===== src/rtl/trace_ring_capture.sv =====
module trace_ring_capture #(
  parameter int DEPTH    = 64,
  parameter int BUS_BITS = 32,
  parameter int CNT_W    = 16
) (
  input  logic        clk,
  input  logic        rst_n,
  input  logic        trace_valid,
  input  logic [31:0] trace_data,
  input  logic        trace_trig,
  input  logic [3:0]  reg_addr,
  input  logic        reg_we,
  input  logic        reg_rd,
  input  logic [31:0] reg_wdata,
  output logic [31:0] reg_rdata
);
  localparam int AW = $clog2(DEPTH);
  localparam int PW = AW + 2;
  localparam int AL = (BUS_BITS == 256) ? 5 : 4;
  localparam logic [2:0] WCODE = (BUS_BITS == 32) ? 3'd2 : (BUS_BITS == 64) ? 3'd3 :
                                 (BUS_BITS == 128) ? 3'd4 : 3'd5;
  localparam logic [1:0] CFG_TYPE = 2'd0;
  localparam logic [PW-1:0] RP_MASK = {{(PW-AL){1'b1}}, {AL{1'b0}}};
  localparam logic [3:0] A_CTRL = 4'd0, A_STAT = 4'd1, A_SIZE = 4'd2, A_RP = 4'd3,
                         A_WP = 4'd4, A_DATA = 4'd5, A_FLUSH = 4'd6, A_TRIG = 4'd7,
                         A_IDENT = 4'd8;

  logic [31:0]      mem [DEPTH];
  logic             cap_en, st_v, full, flush_pend, stop_flush, trig_seen;
  logic [31:0]      st_d;
  logic [PW-1:0]    wp, rp;
  logic [CNT_W-1:0] trig_cnt, remain;

  wire accept    = cap_en && trace_valid;
  wire ready     = !cap_en && !st_v;
  wire rd_adv    = reg_rd && reg_addr == A_DATA && !cap_en;
  wire trig_fire = cap_en && trace_trig && !trig_seen;
  wire trig_stop = trig_fire ? (trig_cnt == '0)
                             : (cap_en && trig_seen && accept && remain == CNT_W'(1));
  wire ctrl_wr   = reg_we && reg_addr == A_CTRL;

  always_ff @(posedge clk)
    if (st_v) mem[wp[PW-1:2]] <= st_d;

  always_ff @(posedge clk or negedge rst_n) begin
    if (!rst_n) begin
      cap_en <= 1'b0; st_v <= 1'b0; st_d <= '0; full <= 1'b0;
      flush_pend <= 1'b0; stop_flush <= 1'b0; trig_seen <= 1'b0;
      wp <= '0; rp <= '0; trig_cnt <= '0; remain <= '0;
    end else begin
      st_v <= accept;
      if (accept) st_d <= trace_data;
      if (st_v) begin
        wp <= wp + PW'(4);
        if (&wp[PW-1:2]) full <= 1'b1;
      end
      if (flush_pend) flush_pend <= 1'b0;
      if (trig_fire) begin
        trig_seen <= 1'b1;
        remain    <= trig_cnt;
      end else if (cap_en && trig_seen && accept) begin
        remain <= remain - CNT_W'(1);
      end
      if ((flush_pend && stop_flush) || trig_stop) cap_en <= 1'b0;
      if (reg_we) begin
        case (reg_addr)
          A_CTRL: begin
            cap_en <= reg_wdata[0];
            if (reg_wdata[0] && !cap_en) trig_seen <= 1'b0;
          end
          A_FLUSH: begin
            stop_flush <= reg_wdata[1];
            if (reg_wdata[0]) flush_pend <= 1'b1;
          end
          A_TRIG: trig_cnt <= reg_wdata[CNT_W-1:0];
          A_RP:   if (ready) rp <= reg_wdata[PW-1:0] & RP_MASK;
          A_WP:   if (ready) begin
                    wp   <= {reg_wdata[PW-1:2], 2'b00};
                    full <= 1'b0;
                  end
          default: ;
        endcase
      end
      if (rd_adv) rp <= rp + PW'(4);
    end
  end

  always_comb begin
    reg_rdata = '0;
    case (reg_addr)
      A_CTRL:  reg_rdata = {31'd0, cap_en};
      A_STAT:  reg_rdata = {29'd0, trig_seen, full, ready};
      A_SIZE:  reg_rdata = 32'(DEPTH);
      A_RP:    reg_rdata = 32'(rp);
      A_WP:    reg_rdata = 32'(wp);
      A_DATA:  reg_rdata = cap_en ? '1 : mem[rp[PW-1:2]];
      A_FLUSH: reg_rdata = {30'd0, stop_flush, flush_pend};
      A_TRIG:  reg_rdata = 32'(trig_cnt);
      A_IDENT: reg_rdata = {21'd0, WCODE, CFG_TYPE, 6'd0};
      default: reg_rdata = '0;
    endcase
  end

  a_r2_wp_step: assert property (@(posedge clk) disable iff (!rst_n)
    st_v |=> wp == $past(wp) + PW'(4));
  a_r4_self_clear: assert property (@(posedge clk) disable iff (!rst_n)
    flush_pend && !(reg_we && reg_addr == A_FLUSH && reg_wdata[0]) |=> !flush_pend);
  a_r4_stop_on_flush: assert property (@(posedge clk) disable iff (!rst_n)
    flush_pend && stop_flush && !ctrl_wr |=> !cap_en);
  a_r5_trig_stop: assert property (@(posedge clk) disable iff (!rst_n)
    trig_stop && !ctrl_wr |=> !cap_en);
  a_r6_rp_step: assert property (@(posedge clk) disable iff (!rst_n)
    rd_adv |=> rp == $past(rp) + PW'(4));
  a_r7_rp_align: assert property (@(posedge clk) disable iff (!rst_n)
    reg_we && reg_addr == A_RP && ready |=> rp[AL-1:0] == '0);
  a_r8_rp_hold: assert property (@(posedge clk) disable iff (!rst_n)
    reg_we && reg_addr == A_RP && !ready |=> $stable(rp));
endmodule


===== config.mk =====
export PLATFORM = sky130hd
export DESIGN_NAME = trace_ring_capture
export DESIGN_NICKNAME = d
export VERILOG_FILES = /design/src/rtl/trace_ring_capture.sv
export SDC_FILE = /design/constraint.sdc
export NUM_CORES = 2
export LEC_CHECK = 0
export BUFFER_PORTS_ARGS = -buffer_cell sky130_fd_sc_hd__buf_2
export CAP_MARGIN = 0
export CELL_PAD_IN_SITES_DETAIL_PLACEMENT = 0
export CELL_PAD_IN_SITES_GLOBAL_PLACEMENT = 1
export CORE_MARGIN = 10
export CORE_UTILIZATION = 45
export DETAILED_ROUTE_END_ITERATION = 12
export PLACE_DENSITY_LB_ADDON = 0.1
export SYNTH_ARGS = -nofsm -noshare
export SYNTH_HDL_FRONTEND = slang
export SYNTH_SLANG_ARGS = --single-unit

===== constraint.sdc =====
create_clock -name clk -period 4.8 [get_ports clk]
set_input_delay 0.24 -clock clk [delete_from_list [all_inputs] [get_ports clk]]
set_output_delay 0.24 -clock clk [all_outputs]
set_load 0.01 [all_outputs]

==> results.py <==
metrics = {
    "outcome": {
        "outcome": "finished, final reports clean",
    },
    "setup_path": {
        "path_delay_family": "multiplexers",
        "critical-path-max-stage-delay_ns": 0.79,
        "crit_slowest_cell": "dfrtp_4",
        "critPathArrivalTime_ns": 4.38,
        "path_cells": "buf_12 > mux4_2 > mux2i_1 > a221oi_1 > a22o_1 > o21ai_0 > nand2_1 > buf_2",
        "critPathKind": "register to primary output",
        "crit_path_max_fanout": 58,
        "critPathLaunchType": "register",
        "path_buf_inv": 2,
        "cp-end-kind": "primary output",
        "cp.required_ns": 4.56,
    },
    "clock_network": {
        "clock_latency_ns": 0.84,
        "cts_buffers": 214,
        "cts_max_path_buffers": 3,
        "clkTransAtPathRegs_ns": 0.06,
        "tritoncts": "done",
        "cts.sinks": 2130,
        "root_buffer": "clkbuf_16",
        "htree_num_levels": 4,
    },
    "sta": {
        "fin_crit_ns": 4.619,
        "slew_headroom": 0.1037,
        "fin_setup_tns_ns": 0,
        "worst_pin_slew_ns": 1.344,
        "post-route-period-util": 0.9622,
        "hold_violations": 0,
        "fin_worst_skew_ns": 0.02951,
        "setup_viol_count_final": 0,
        "rsz0062_at_grt": "false",
        "hold_slack_ns": 0.05810,
        "layout_setup_ws_ns": 0.1813,
        "fmax_mhz": 216.5,
        "final-max-slew-violation-count": 0,
    },
    "floorplanning": {
        "initial_utilization": 0.4537,
        "die_area_sq_mm": 0.2003,
        "die_width_microns": 447.6,
        "row_count": 156,
        "io_pins": 106,
        "die_h_microns": 447.6,
        "core_area_sq_mm": 0.1813,
    },
    "logic_synthesis": {
        "syn_nets": 3775,
        "ys.flop_type": "edfxtp_1",
        "ys_seq_elements": 2130,
        "syn_area_per_cell_sq_um": 22.25,
        "yosys_warnings": 0,
        "ys_types": 67,
        "yosysSeqAreaShare": 0.7724,
        "syn-cell-area_sq_mm": 0.08227,
        "ys_async_sr_fraction": 0.03850,
        "synth-edff-count": 2048,
        "syn_inst": 3697,
    },
    "cells_and_area": {
        "nFillCells": 14004,
        "layout_common_cells": "2048 x edfxtp_1, 545 x mux4_2, 216 x clkbuf_16",
        "final_common_cell": "edfxtp_1",
        "final_nets": 4120,
        "finalCoreUtilization": 0.5219,
        "drive_gt1_frac": 0.3059,
        "syn_to_final_growth_pct": 15.02,
    },
    "power": {
        "p_leak_nw": 29.49,
        "ir_worst_vdd_mv": 0.4574,
        "powerDensity_mw_per_mm2": 527.9,
    },
    "placement": {
        "gp_congestion": 0.8188,
        "portBuffers": 89,
        "pre_cts_ws_ns": 0.7629,
        "dp_hpwl_mm": 131.9,
    },
    "detailed_routing": {
        "wl_mm": 234.8,
        "vias_per_cell": 6.176,
        "ant_nets": 0,
        "vias": 40758,
        "wl_per_cell_microns": 35.57,
        "drc": 0,
        "drt-initial-drc-count": 4763,
        "dr.pass1.iters": 5,
    },
    "global_routing": {
        "grt_max_degree": 83,
        "overflow": 0,
        "antenna_found_initial": 4,
        "grt_pass1_wl_mm": 329.3,
        "grt_pass1_vias": 41855,
        "track_usage": 0.2338,
    },
    "run": {
        "max_cap_violations": 0,
    },
    "worst_hold_path": {
        "min_path_type": "input port to register",
    },
}
per-layer routing:
layer  up-vias  GRT usage  wire length (microns)
met5         -          0                      0
met4         0    0.06891                   6849
met3       330    0.03644                  15480
met2      1634     0.3788                 114200
met1     22418     0.3299                  98190
li1      16376          -                      -
metrics by stage:
| stage | cell area (sq um) | std cells | total power, mW |
|---|---|---|---|
| after floorplan | 82270 | 3697 | 29.99 |
| after CTS | 94630 | 6597 | 50.38 |
| after global routing | 94630 | 6598 | 51.68 |
| after global placement | 87000 | 6127 | 33.45 |
| after detailed placement | 87000 | 6127 | 33.88 |
| final | 94630 | 6599 | 49.96 |
kinds of logic (layout without fill, tap and decap cells):
kind of cell | after synthesis | in the layout | share of synthesized area
AOI/OAI and AO/OA | 255 | 255 | 0.02137
xor gates and xnor gates | 15 | 15 | 0.001597
adders and majority gates | 4 | 4 | 0.0006083
buffers and inverters | 211 | 741 | 0.01192
DFF | 2130 | 2130 | 0.7724
muxes | 729 | 729 | 0.1725
other | 0 | 2 | 0
and+or+nand+nor | 353 | 353 | 0.01957
worst paths after layout:
check,end,slack [ns],startpoint,cells after the start
worst max-delay path,reg_rdata[4],0.18,rp[3],8
worst min register to register,full,0.52,full,1
worst min-delay path,st_d[14],0.06,trace_valid,3
min in group asynchronous,wp[3],0.07,rst_n,2
max in group asynchronous,st_d[30],3.48,rst_n,3
worst max register to register,mem[62][29],1.48,wp[4],4
synthesized netlist by cell type (8+ instances only):
cell      number  area share
buf_4         30      0.0027
dfrtp_1       82       0.025
clkbuf_1      85      0.0039
buf_1         39      0.0018
buf_2         49      0.0030
nand3_1       29      0.0018
nor3_1         8     0.00049
mux2i_1      124       0.015
a21oi_1       38      0.0023
nand2_1      127      0.0058
nor2b_1       25      0.0019
a211oi_1      14      0.0013
nor2_1       111      0.0051
o22ai_1       13     0.00099
o211ai_1      23      0.0021
o21ai_0       40      0.0024
a22oi_1       27      0.0025
a221oi_1      11      0.0012
a31oi_1       27      0.0021
mux2_2        60      0.0082
o221ai_1      14      0.0015
mux4_2       545        0.15
xnor2_1       12      0.0013
edfxtp_1    2048        0.75
what timing repair did:
action,in CTS,in global routing
hold buffers,64,0
endpoints found under the setup margin,17,0
setup buffers,5,0
resized for setup,1,0
endpoints found under the hold margin,114,0
tightest hold or removal path, cell delays in order:
cell and delay (ns):
buf_2 0.08, and2_2 0.32, mux2_2 0.21
final cells by class:
class / count / area (sq um) / share of cell area
diodes: 2 / 5.005 / 0.00005289
inverters: 6 / 23.77 / 0.0002512
clock buffers: 290 / 5823 / 0.06153
clock inverters: 111 / 1076 / 0.01137
well taps: 2370 / 2965 / 0.03134
flip-flops and latches: 2130 / 63610 / 0.6722
repair buffers: 334 / 2898 / 0.03062
multi-input cells: 1356 / 18230 / 0.1927
sequential cells by signal, summed over array words and instances (netlist names), 6 cells and up:
register,count
st_d,32
rp,6
wp,6
remain,16
trig_cnt,16
mem,2048
report_power, final:
group          internal (mW)  total, mW  switching, mW
combinational           3.26       7.38           4.12
clock                   9.37       16.4           7.05
sequential              23.5       26.1           2.69
(Power assumes the default switching activity.)
